<file path="config.mk">
export PLATFORM = sky130hd
export DESIGN_NAME = mdw_uart
export DESIGN_NICKNAME = d
export VERILOG_FILES = /design/src/rtl/mdw_pkg.sv /design/src/rtl/mdw_tx.sv /design/src/rtl/mdw_rx.sv /design/src/rtl/mdw_filter.sv /design/src/rtl/mdw_uart.sv
export SDC_FILE = /design/constraint.sdc
export NUM_CORES = 1
export LEC_CHECK = 0
export BUFFER_PORTS_ARGS = -buffer_cell sky130_fd_sc_hd__buf_2
export CELL_PAD_IN_SITES_DETAIL_PLACEMENT = 0
export CELL_PAD_IN_SITES_GLOBAL_PLACEMENT = 2
export CORE_MARGIN = 4
export CORE_UTILIZATION = 34
export CTS_CLUSTER_DIAMETER = 200
export DETAILED_ROUTE_END_ITERATION = 10
export GPL_ROUTABILITY_DRIVEN = 0
export MAX_ROUTING_LAYER = met4
export PLACE_DENSITY = 0.75
export SLEW_MARGIN = 20
export SYNTH_ARGS = -nofsm -noshare
export SYNTH_HDL_FRONTEND = slang
export SYNTH_SLANG_ARGS = --single-unit
</file>
<file path="constraint.sdc">
create_clock -name clk -period 2.1 [get_ports clk]
set_input_delay 0.42 -clock clk [delete_from_list [all_inputs] [get_ports clk]]
set_output_delay 0.42 -clock clk [all_outputs]
set_load 0.02 [all_outputs]
</file>
<file path="src/rtl/mdw_pkg.sv">
package mdw_pkg;

  localparam int MAX_DATA = 8;
  // start + data + tag + two stops
  localparam int FRAME_W  = 1 + MAX_DATA + 1 + 2;
  // data + tag + first stop on the receive side
  localparam int RXBITS_W = MAX_DATA + 2;

  typedef enum logic [1:0] {RX_IDLE, RX_START, RX_BITS, RX_HOLD} rx_state_e;

  typedef struct packed {
    logic       brk;
    logic       ferr;
    logic       tag;
    logic       ovr;
    logic [3:0] zero;
  } rx_stat_t;

  function automatic int data_bits(input logic [1:0] len);
    return 5 + int'(len);
  endfunction

  function automatic logic is_multidrop(input logic [1:0] pm);
    return pm == 2'b11;
  endfunction

  // total bit times of one transmitted frame
  function automatic logic [3:0] frame_bits(input logic [1:0] len, input logic md,
                                            input logic two_stop);
    return 4'd1 + 4'(data_bits(len)) + {3'b000, md} + 4'd1 + {3'b000, two_stop};
  endfunction

  // serial image of one frame, bit 0 goes out first; unused tail stays high
  function automatic logic [FRAME_W-1:0] build_frame(input logic [7:0] data,
                                                     input logic [1:0] len,
                                                     input logic md, input logic tag);
    logic [FRAME_W-1:0] f;
    int n;
    n = data_bits(len);
    f = '1;
    f[0] = 1'b0;
    for (int i = 0; i < MAX_DATA; i++) begin
      if (i < n) f[i+1] = data[i];
    end
    if (md) f[n+1] = tag;
    return f;
  endfunction

  function automatic logic [7:0] mask_data(input logic [RXBITS_W-1:0] bits,
                                           input logic [1:0] len);
    logic [7:0] d;
    int n;
    n = data_bits(len);
    for (int i = 0; i < MAX_DATA; i++) begin
      d[i] = (i < n) ? bits[i] : 1'b0;
    end
    return d;
  endfunction

endpackage

</file>
<file path="src/rtl/mdw_tx.sv">
module mdw_tx
  import mdw_pkg::*;
#(
  parameter int OVERSAMPLE = 16
) (
  input  logic       clk,
  input  logic       rst_n,
  input  logic       os_tick,
  input  logic       tx_load,
  input  logic [7:0] tx_data,
  input  logic [1:0] len,
  input  logic       md,
  input  logic       tag,
  input  logic       two_stop,
  output logic       tx_busy,
  output logic       tx_line,
  output logic       bit_step
);

  localparam int CNT_W = (OVERSAMPLE > 2) ? $clog2(OVERSAMPLE) : 1;
  localparam logic [CNT_W-1:0] LAST = CNT_W'(OVERSAMPLE - 1);

  logic [FRAME_W-1:0] sh_q;
  logic [3:0]         left_q;
  logic [CNT_W-1:0]   div_q;
  logic               busy_q;

  assign bit_step = busy_q && os_tick && (div_q == LAST);

  always_ff @(posedge clk or negedge rst_n) begin
    if (!rst_n) begin
      sh_q   <= '1;
      left_q <= '0;
      div_q  <= '0;
      busy_q <= 1'b0;
    end else if (!busy_q) begin
      if (tx_load) begin
        // mode and tag are frozen into the shift image here
        sh_q   <= build_frame(tx_data, len, md, tag);
        left_q <= frame_bits(len, md, two_stop);
        div_q  <= '0;
        busy_q <= 1'b1;
      end
    end else if (os_tick) begin
      if (div_q == LAST) begin
        div_q  <= '0;
        sh_q   <= {1'b1, sh_q[FRAME_W-1:1]};
        left_q <= left_q - 4'd1;
        if (left_q == 4'd1) busy_q <= 1'b0;
      end else begin
        div_q <= div_q + 1'b1;
      end
    end
  end

  assign tx_busy = busy_q;
  assign tx_line = busy_q ? sh_q[0] : 1'b1;

endmodule

</file>
<file path="src/rtl/mdw_rx.sv">
module mdw_rx
  import mdw_pkg::*;
#(
  parameter int OVERSAMPLE  = 16,
  parameter int SYNC_STAGES = 2
) (
  input  logic       clk,
  input  logic       rst_n,
  input  logic       os_tick,
  input  logic       rx_line,
  input  logic [1:0] len,
  input  logic       md,
  output logic       char_done,
  output logic [7:0] char_data,
  output logic       char_tag,
  output logic       char_md,
  output logic       char_ferr,
  output logic       char_brk
);

  localparam int CNT_W = (OVERSAMPLE > 2) ? $clog2(OVERSAMPLE) : 1;
  localparam logic [CNT_W-1:0] LAST = CNT_W'(OVERSAMPLE - 1);
  localparam logic [CNT_W-1:0] HALF = CNT_W'(OVERSAMPLE / 2 - 1);

  logic [SYNC_STAGES-1:0] sync_q;
  logic                   line_s;

  generate
    if (SYNC_STAGES == 1) begin : g_sync1
      always_ff @(posedge clk or negedge rst_n) begin
        if (!rst_n) sync_q <= '1;
        else        sync_q <= rx_line;
      end
    end else begin : g_syncn
      always_ff @(posedge clk or negedge rst_n) begin
        if (!rst_n) sync_q <= '1;
        else        sync_q <= {sync_q[SYNC_STAGES-2:0], rx_line};
      end
    end
  endgenerate
  assign line_s = sync_q[SYNC_STAGES-1];

  rx_state_e             state_q;
  logic [CNT_W-1:0]      div_q;
  logic [3:0]            idx_q;
  logic [3:0]            last_q;
  logic [RXBITS_W-1:0]   bits_q;
  logic [1:0]            len_q;
  logic                  md_q;

  // sampled bits including the one taken this cycle
  logic [RXBITS_W-1:0]   bits_now;
  logic [7:0]            data_now;
  logic                  tag_now;
  logic                  brk_now;
  logic                  sample_now;
  logic                  last_now;

  always_comb begin
    bits_now = bits_q;
    for (int i = 0; i < RXBITS_W; i++) begin
      if (idx_q == 4'(i)) bits_now[i] = line_s;
    end
  end

  assign data_now   = mask_data(bits_now, len_q);
  assign tag_now    = md_q & bits_now[data_bits(len_q)];
  assign brk_now    = (data_now == 8'h00) && !tag_now && !line_s;
  assign sample_now = (state_q == RX_BITS) && os_tick && (div_q == LAST);
  assign last_now   = sample_now && (idx_q == last_q);

  always_ff @(posedge clk or negedge rst_n) begin
    if (!rst_n) begin
      state_q   <= RX_IDLE;
      div_q     <= '0;
      idx_q     <= '0;
      last_q    <= '0;
      bits_q    <= '0;
      len_q     <= '0;
      md_q      <= 1'b0;
      char_done <= 1'b0;
      char_data <= '0;
      char_tag  <= 1'b0;
      char_md   <= 1'b0;
      char_ferr <= 1'b0;
      char_brk  <= 1'b0;
    end else begin
      char_done <= 1'b0;
      case (state_q)
        RX_IDLE: begin
          if (os_tick && !line_s) begin
            state_q <= RX_START;
            div_q   <= '0;
          end
        end
        RX_START: begin
          if (os_tick) begin
            if (div_q == HALF) begin
              div_q <= '0;
              if (!line_s) begin
                state_q <= RX_BITS;
                idx_q   <= '0;
                len_q   <= len;
                md_q    <= md;
                last_q  <= 4'(data_bits(len)) + {3'b000, md};
              end else begin
                state_q <= RX_IDLE;
              end
            end else begin
              div_q <= div_q + 1'b1;
            end
          end
        end
        RX_BITS: begin
          if (os_tick) begin
            if (div_q == LAST) begin
              div_q  <= '0;
              bits_q <= bits_now;
              idx_q  <= idx_q + 4'd1;
            end else begin
              div_q <= div_q + 1'b1;
            end
          end
          if (last_now) begin
            char_done <= 1'b1;
            char_data <= data_now;
            char_tag  <= tag_now;
            char_md   <= md_q;
            char_ferr <= !line_s;
            char_brk  <= brk_now;
            state_q   <= line_s ? RX_IDLE : RX_HOLD;
          end
        end
        default: begin
          // low stop bit: wait for the line to come back high
          if (line_s) state_q <= RX_IDLE;
        end
      endcase
    end
  end

endmodule

</file>
<file path="src/rtl/mdw_filter.sv">
module mdw_filter
  import mdw_pkg::*;
(
  input  logic       clk,
  input  logic       rst_n,
  input  logic       char_done,
  input  logic [7:0] char_data,
  input  logic       char_tag,
  input  logic       char_md,
  input  logic       char_ferr,
  input  logic       char_brk,
  input  logic       rx_en,
  input  logic       fifo_full,
  output logic       accept,
  output logic       fifo_wr,
  output logic [7:0] fifo_data,
  output logic [7:0] fifo_stat
);

  logic     ovr_q;
  logic     lost;
  rx_stat_t stat;

  // disabled receivers in multidrop still take address characters
  assign accept  = char_done && (rx_en || (char_md && char_tag));
  assign fifo_wr = accept && !fifo_full;
  assign lost    = accept && fifo_full;

  always_ff @(posedge clk or negedge rst_n) begin
    if (!rst_n)       ovr_q <= 1'b0;
    else if (fifo_wr) ovr_q <= 1'b0;
    else if (lost)    ovr_q <= 1'b1;
  end

  always_comb begin
    stat.brk  = char_brk;
    stat.ferr = char_ferr;
    stat.tag  = char_md & char_tag;
    stat.ovr  = ovr_q;
    stat.zero = 4'h0;
  end

  assign fifo_stat = stat;
  assign fifo_data = char_data;

endmodule

</file>
<file path="src/rtl/mdw_uart.sv">
module mdw_uart
  import mdw_pkg::*;
#(
  parameter int OVERSAMPLE  = 16,
  parameter int SYNC_STAGES = 2
) (
  input  logic       clk,
  input  logic       rst_n,
  input  logic       os_tick,
  input  logic [1:0] mode_pm,
  input  logic       mode_tag,
  input  logic [1:0] mode_len,
  input  logic       mode_two_stop,
  input  logic       rx_en,
  input  logic       rx_line,
  input  logic       tx_load,
  input  logic [7:0] tx_data,
  input  logic       fifo_full,
  output logic       tx_line,
  output logic       tx_busy,
  output logic       fifo_wr,
  output logic [7:0] fifo_data,
  output logic [7:0] fifo_stat,
  output logic       rx_rdy_set
);

  logic       md;
  logic       tx_bit_step;
  logic       char_done;
  logic [7:0] char_data;
  logic       char_tag;
  logic       char_md;
  logic       char_ferr;
  logic       char_brk;
  logic       char_accept;

  assign md = is_multidrop(mode_pm);

  mdw_tx #(.OVERSAMPLE(OVERSAMPLE)) tx_i (
    .clk      (clk),
    .rst_n    (rst_n),
    .os_tick  (os_tick),
    .tx_load  (tx_load),
    .tx_data  (tx_data),
    .len      (mode_len),
    .md       (md),
    .tag      (mode_tag),
    .two_stop (mode_two_stop),
    .tx_busy  (tx_busy),
    .tx_line  (tx_line),
    .bit_step (tx_bit_step)
  );

  mdw_rx #(.OVERSAMPLE(OVERSAMPLE), .SYNC_STAGES(SYNC_STAGES)) rx_i (
    .clk       (clk),
    .rst_n     (rst_n),
    .os_tick   (os_tick),
    .rx_line   (rx_line),
    .len       (mode_len),
    .md        (md),
    .char_done (char_done),
    .char_data (char_data),
    .char_tag  (char_tag),
    .char_md   (char_md),
    .char_ferr (char_ferr),
    .char_brk  (char_brk)
  );

  mdw_filter filt_i (
    .clk       (clk),
    .rst_n     (rst_n),
    .char_done (char_done),
    .char_data (char_data),
    .char_tag  (char_tag),
    .char_md   (char_md),
    .char_ferr (char_ferr),
    .char_brk  (char_brk),
    .rx_en     (rx_en),
    .fifo_full (fifo_full),
    .accept    (char_accept),
    .fifo_wr   (fifo_wr),
    .fifo_data (fifo_data),
    .fifo_stat (fifo_stat)
  );

  assign rx_rdy_set = fifo_wr;

endmodule

</file>
==> reports/metrics.cfg <==
[outcome]
status = completed

[drt]
wl_per_cell_um = 14.4
ant_nets = 0
drc_errors = 0
drtPass1Iterations = 4
routed_wl_um = 8500
dr_total_vias = 2870
via_per_inst = 4.86
drtIter0Drc = 134

[floorplanning]
io_pins = 41
num_rows = 38
fp.dieH_um = 114
fp.dieW_um = 114
start_util = 0.352
dieArea_mm2 = 0.0131
core_area_mm2 = 0.0109

[logic_synthesis]
synth.most_common_cell = nand2_1
syn-cell-area_mm2 = 0.00385
netlist.area_leader.share = 0.325
synthTopCellsByArea = dfrtp_1 (33%), dfstp_2 (9.6%), ha_1 (8.8%)
ys_seq_area_frac = 0.421
yosysTopAreaCell = dfrtp_1
ys_ff_latch = 64
synth.top_cells.by_count = nand2_1 (52), dfrtp_1 (50), o21ai_0 (36)
synth_cell_types = 58
avgSynthCellArea_um2 = 9.72
ys.flop_type = dfrtp_1
yosysWarnings = 0
async_flop_share = 1.00
synth_edf_count = 0
syn_inst = 396

[layout]
multi_input_area_mm2 = 0.00202
area_delta_synth_final_pct = 18.3
post-route-util = 0.416
ff_latch_area_mm2 = 0.00162
nFillCells = 1123
diodes = 0
final_nets = 495
drive_above_1_share = 0.249

[global_route]
grt_antenna_before_repair = 0
grt_max_degree = 28
grt_pass1_vias = 2819
grt_overflow = 0
grt_pass1_wl_um = 14400
track_usage = 0.145

[timing]
setup_violations = 0
drv_slew = 0
period_minus_slack_ps = 1950
rsz0062_at_grt = false
hold_viol = 0
fin_crit_sh = 0.931
fmax_mhz = 512
tns_ps = 0
finClkSkew_ps = 4.27

[clock_network]
cts_buffers = 9
cts_num_sinks = 64
post_cts_buffers = 0
tritoncts = done
htreeDepth = 3
cts_buffer_depth = 2
clock_tree.root_cell = clkbuf_16
holdBufCountCts = 0
clk_pin_slew_ps = 50
clk_latency_ps = 330

[critical_path]
cp-end-kind = flop
start_kind = flop
reg2reg_slack_ps = 150
required_ps = 2340
crit_fanout = 6
path_class = reg2reg
crit_arrival_ps = 2190

[power]
p_per_area_mw_per_mm2 = 913
power_uw = 4160
p_leak_uw = 0.00217
vdd_drop_max_v = 0.000447

[placed_design]
dpl.hpwl_um = 6390
portBuffers = 36

[hold_path]
hp-class = in2async

[flow_run]
cap_violations = 0

[final cells by class]
class | count | area share
multi-input cells | 286 | 0.443
flip-flops and latches | 64 | 0.356
repair buffers | 57 | 0.0769
clock buffers | 12 | 0.0541
well taps | 140 | 0.0385
inverters | 27 | 0.0223
clock inverters | 4 | 0.00989
[cells by family after synthesis]
| logic type | share of synthesized area |
|---|---|
| and+or+nand+nor | 0.173 |
| AOI/OAI and AO/OA | 0.143 |
| adders and majority gates | 0.0982 |
| other | 0.000974 |
| buffers and inverters | 0.0614 |
| muxes | 0.0891 |
| DFF | 0.421 |
| xor gates and xnor gates | 0.0137 |
[path summary, 6_finish.rpt]
| path | startpoint | endpoint | cells after the start |
|---|---|---|---|
| setup / recovery | rx_i.state_q[0] | rx_i.idx_q[3] | 8 |
| hold / removal | rst_n | rx_i.div_q[0] | 1 |
| setup reg to reg | rx_i.state_q[0] | rx_i.idx_q[3] | 8 |
| hold reg to reg | rx_i.sync_q[0] | rx_i.sync_q[1] | 0 |
| max in group asynchronous | rst_n | rx_i.bits_q[5] | 2 |
| min in group clk | rx_line | rx_i.sync_q[0] | 1 |
[sequential cells by signal, summed over array words and instances, names as in the netlist, 2 cells and up]
register / flops
rx_i.last_q: 4
tx_i.left_q: 4
tx_i.div_q: 4
rx_i.bits_q: 10
rx_i.char_data: 8
tx_i.sh_q: 12
rx_i.len_q: 2
rx_i.div_q: 4
rx_i.sync_q: 2
rx_i.idx_q: 4
rx_i.state_q: 2
[timing repair]
item                                    4_1_cts  5_1_grt
endpoints found under the setup margin        0        5
gates resized for setup                       0        6
endpoints found under the hold margin         0        0
[critical path, cell delays in order, from the launching register on]
cell	delay (ps)
dfrtp_1	390
inv_1	80
ha_1	230
buf_4	160
nor2_2	200
a31oi_1	100
nand3b_1	220
or2_1	260
o31ai_1	220
[power breakdown]
| group | switching (µW) | leakage (µW) | internal [µW] |
|---|---|---|---|
| clock | 537 | 0.000146 | 945 |
| combinational | 547 | 0.00124 | 463 |
| sequential | 156 | 0.000785 | 1510 |
[stage by stage]
step / worst slack [ps] / std cells / instance area (µm²) / hold slack (ps)
6_report: 146 / 590 / 4550 / 46.8
5_1_grt: 10.2 / 590 / 4550 / 80.6
4_1_cts: 34.2 / 590 / 4540 / 56.9
3_5_place_dp: 53.7 / 574 / 4250 / 347
3_3_place_gp: 131 / 574 / 4250 / 346
2_1_floorplan: 231 / 399 / 3860 / 124
[placed cells by master, fill, tap and decap left out, drive strengths merged, types with 2 or more instances in the layout]
cell / instances
buf: 57
nand2: 52
dfrtp: 50
o21ai: 44
inv: 27
ha: 27
nor2: 17
mux2i: 17
mux2: 15
dfstp: 14
a21oi: 13
nand3: 13
clkbuf: 12
nor3: 7
nor2b: 6
a31oi: 6
nand3b: 6
xnor2: 5
nand2b: 5
a211oi: 5
o31ai: 5
nor3b: 4
conb: 4
clkinv: 3
and3: 3
nor4b: 3
and2: 2
a22oi: 2
nand4: 2
a21o: 2
a32o: 2
a22o: 2
nand4b: 2
fa: 2
or3: 2
[per-layer routing]
layer  vias up  routed length (µm)  track usage
met5         -                   0            -
met4         0                 145       0.0618
met3        12                 332       0.0402
met2        40                3780        0.213
met1      1350                4250        0.189
li1       1468                   -            -
No activity file was read; power rests on OpenSTA's default activity.
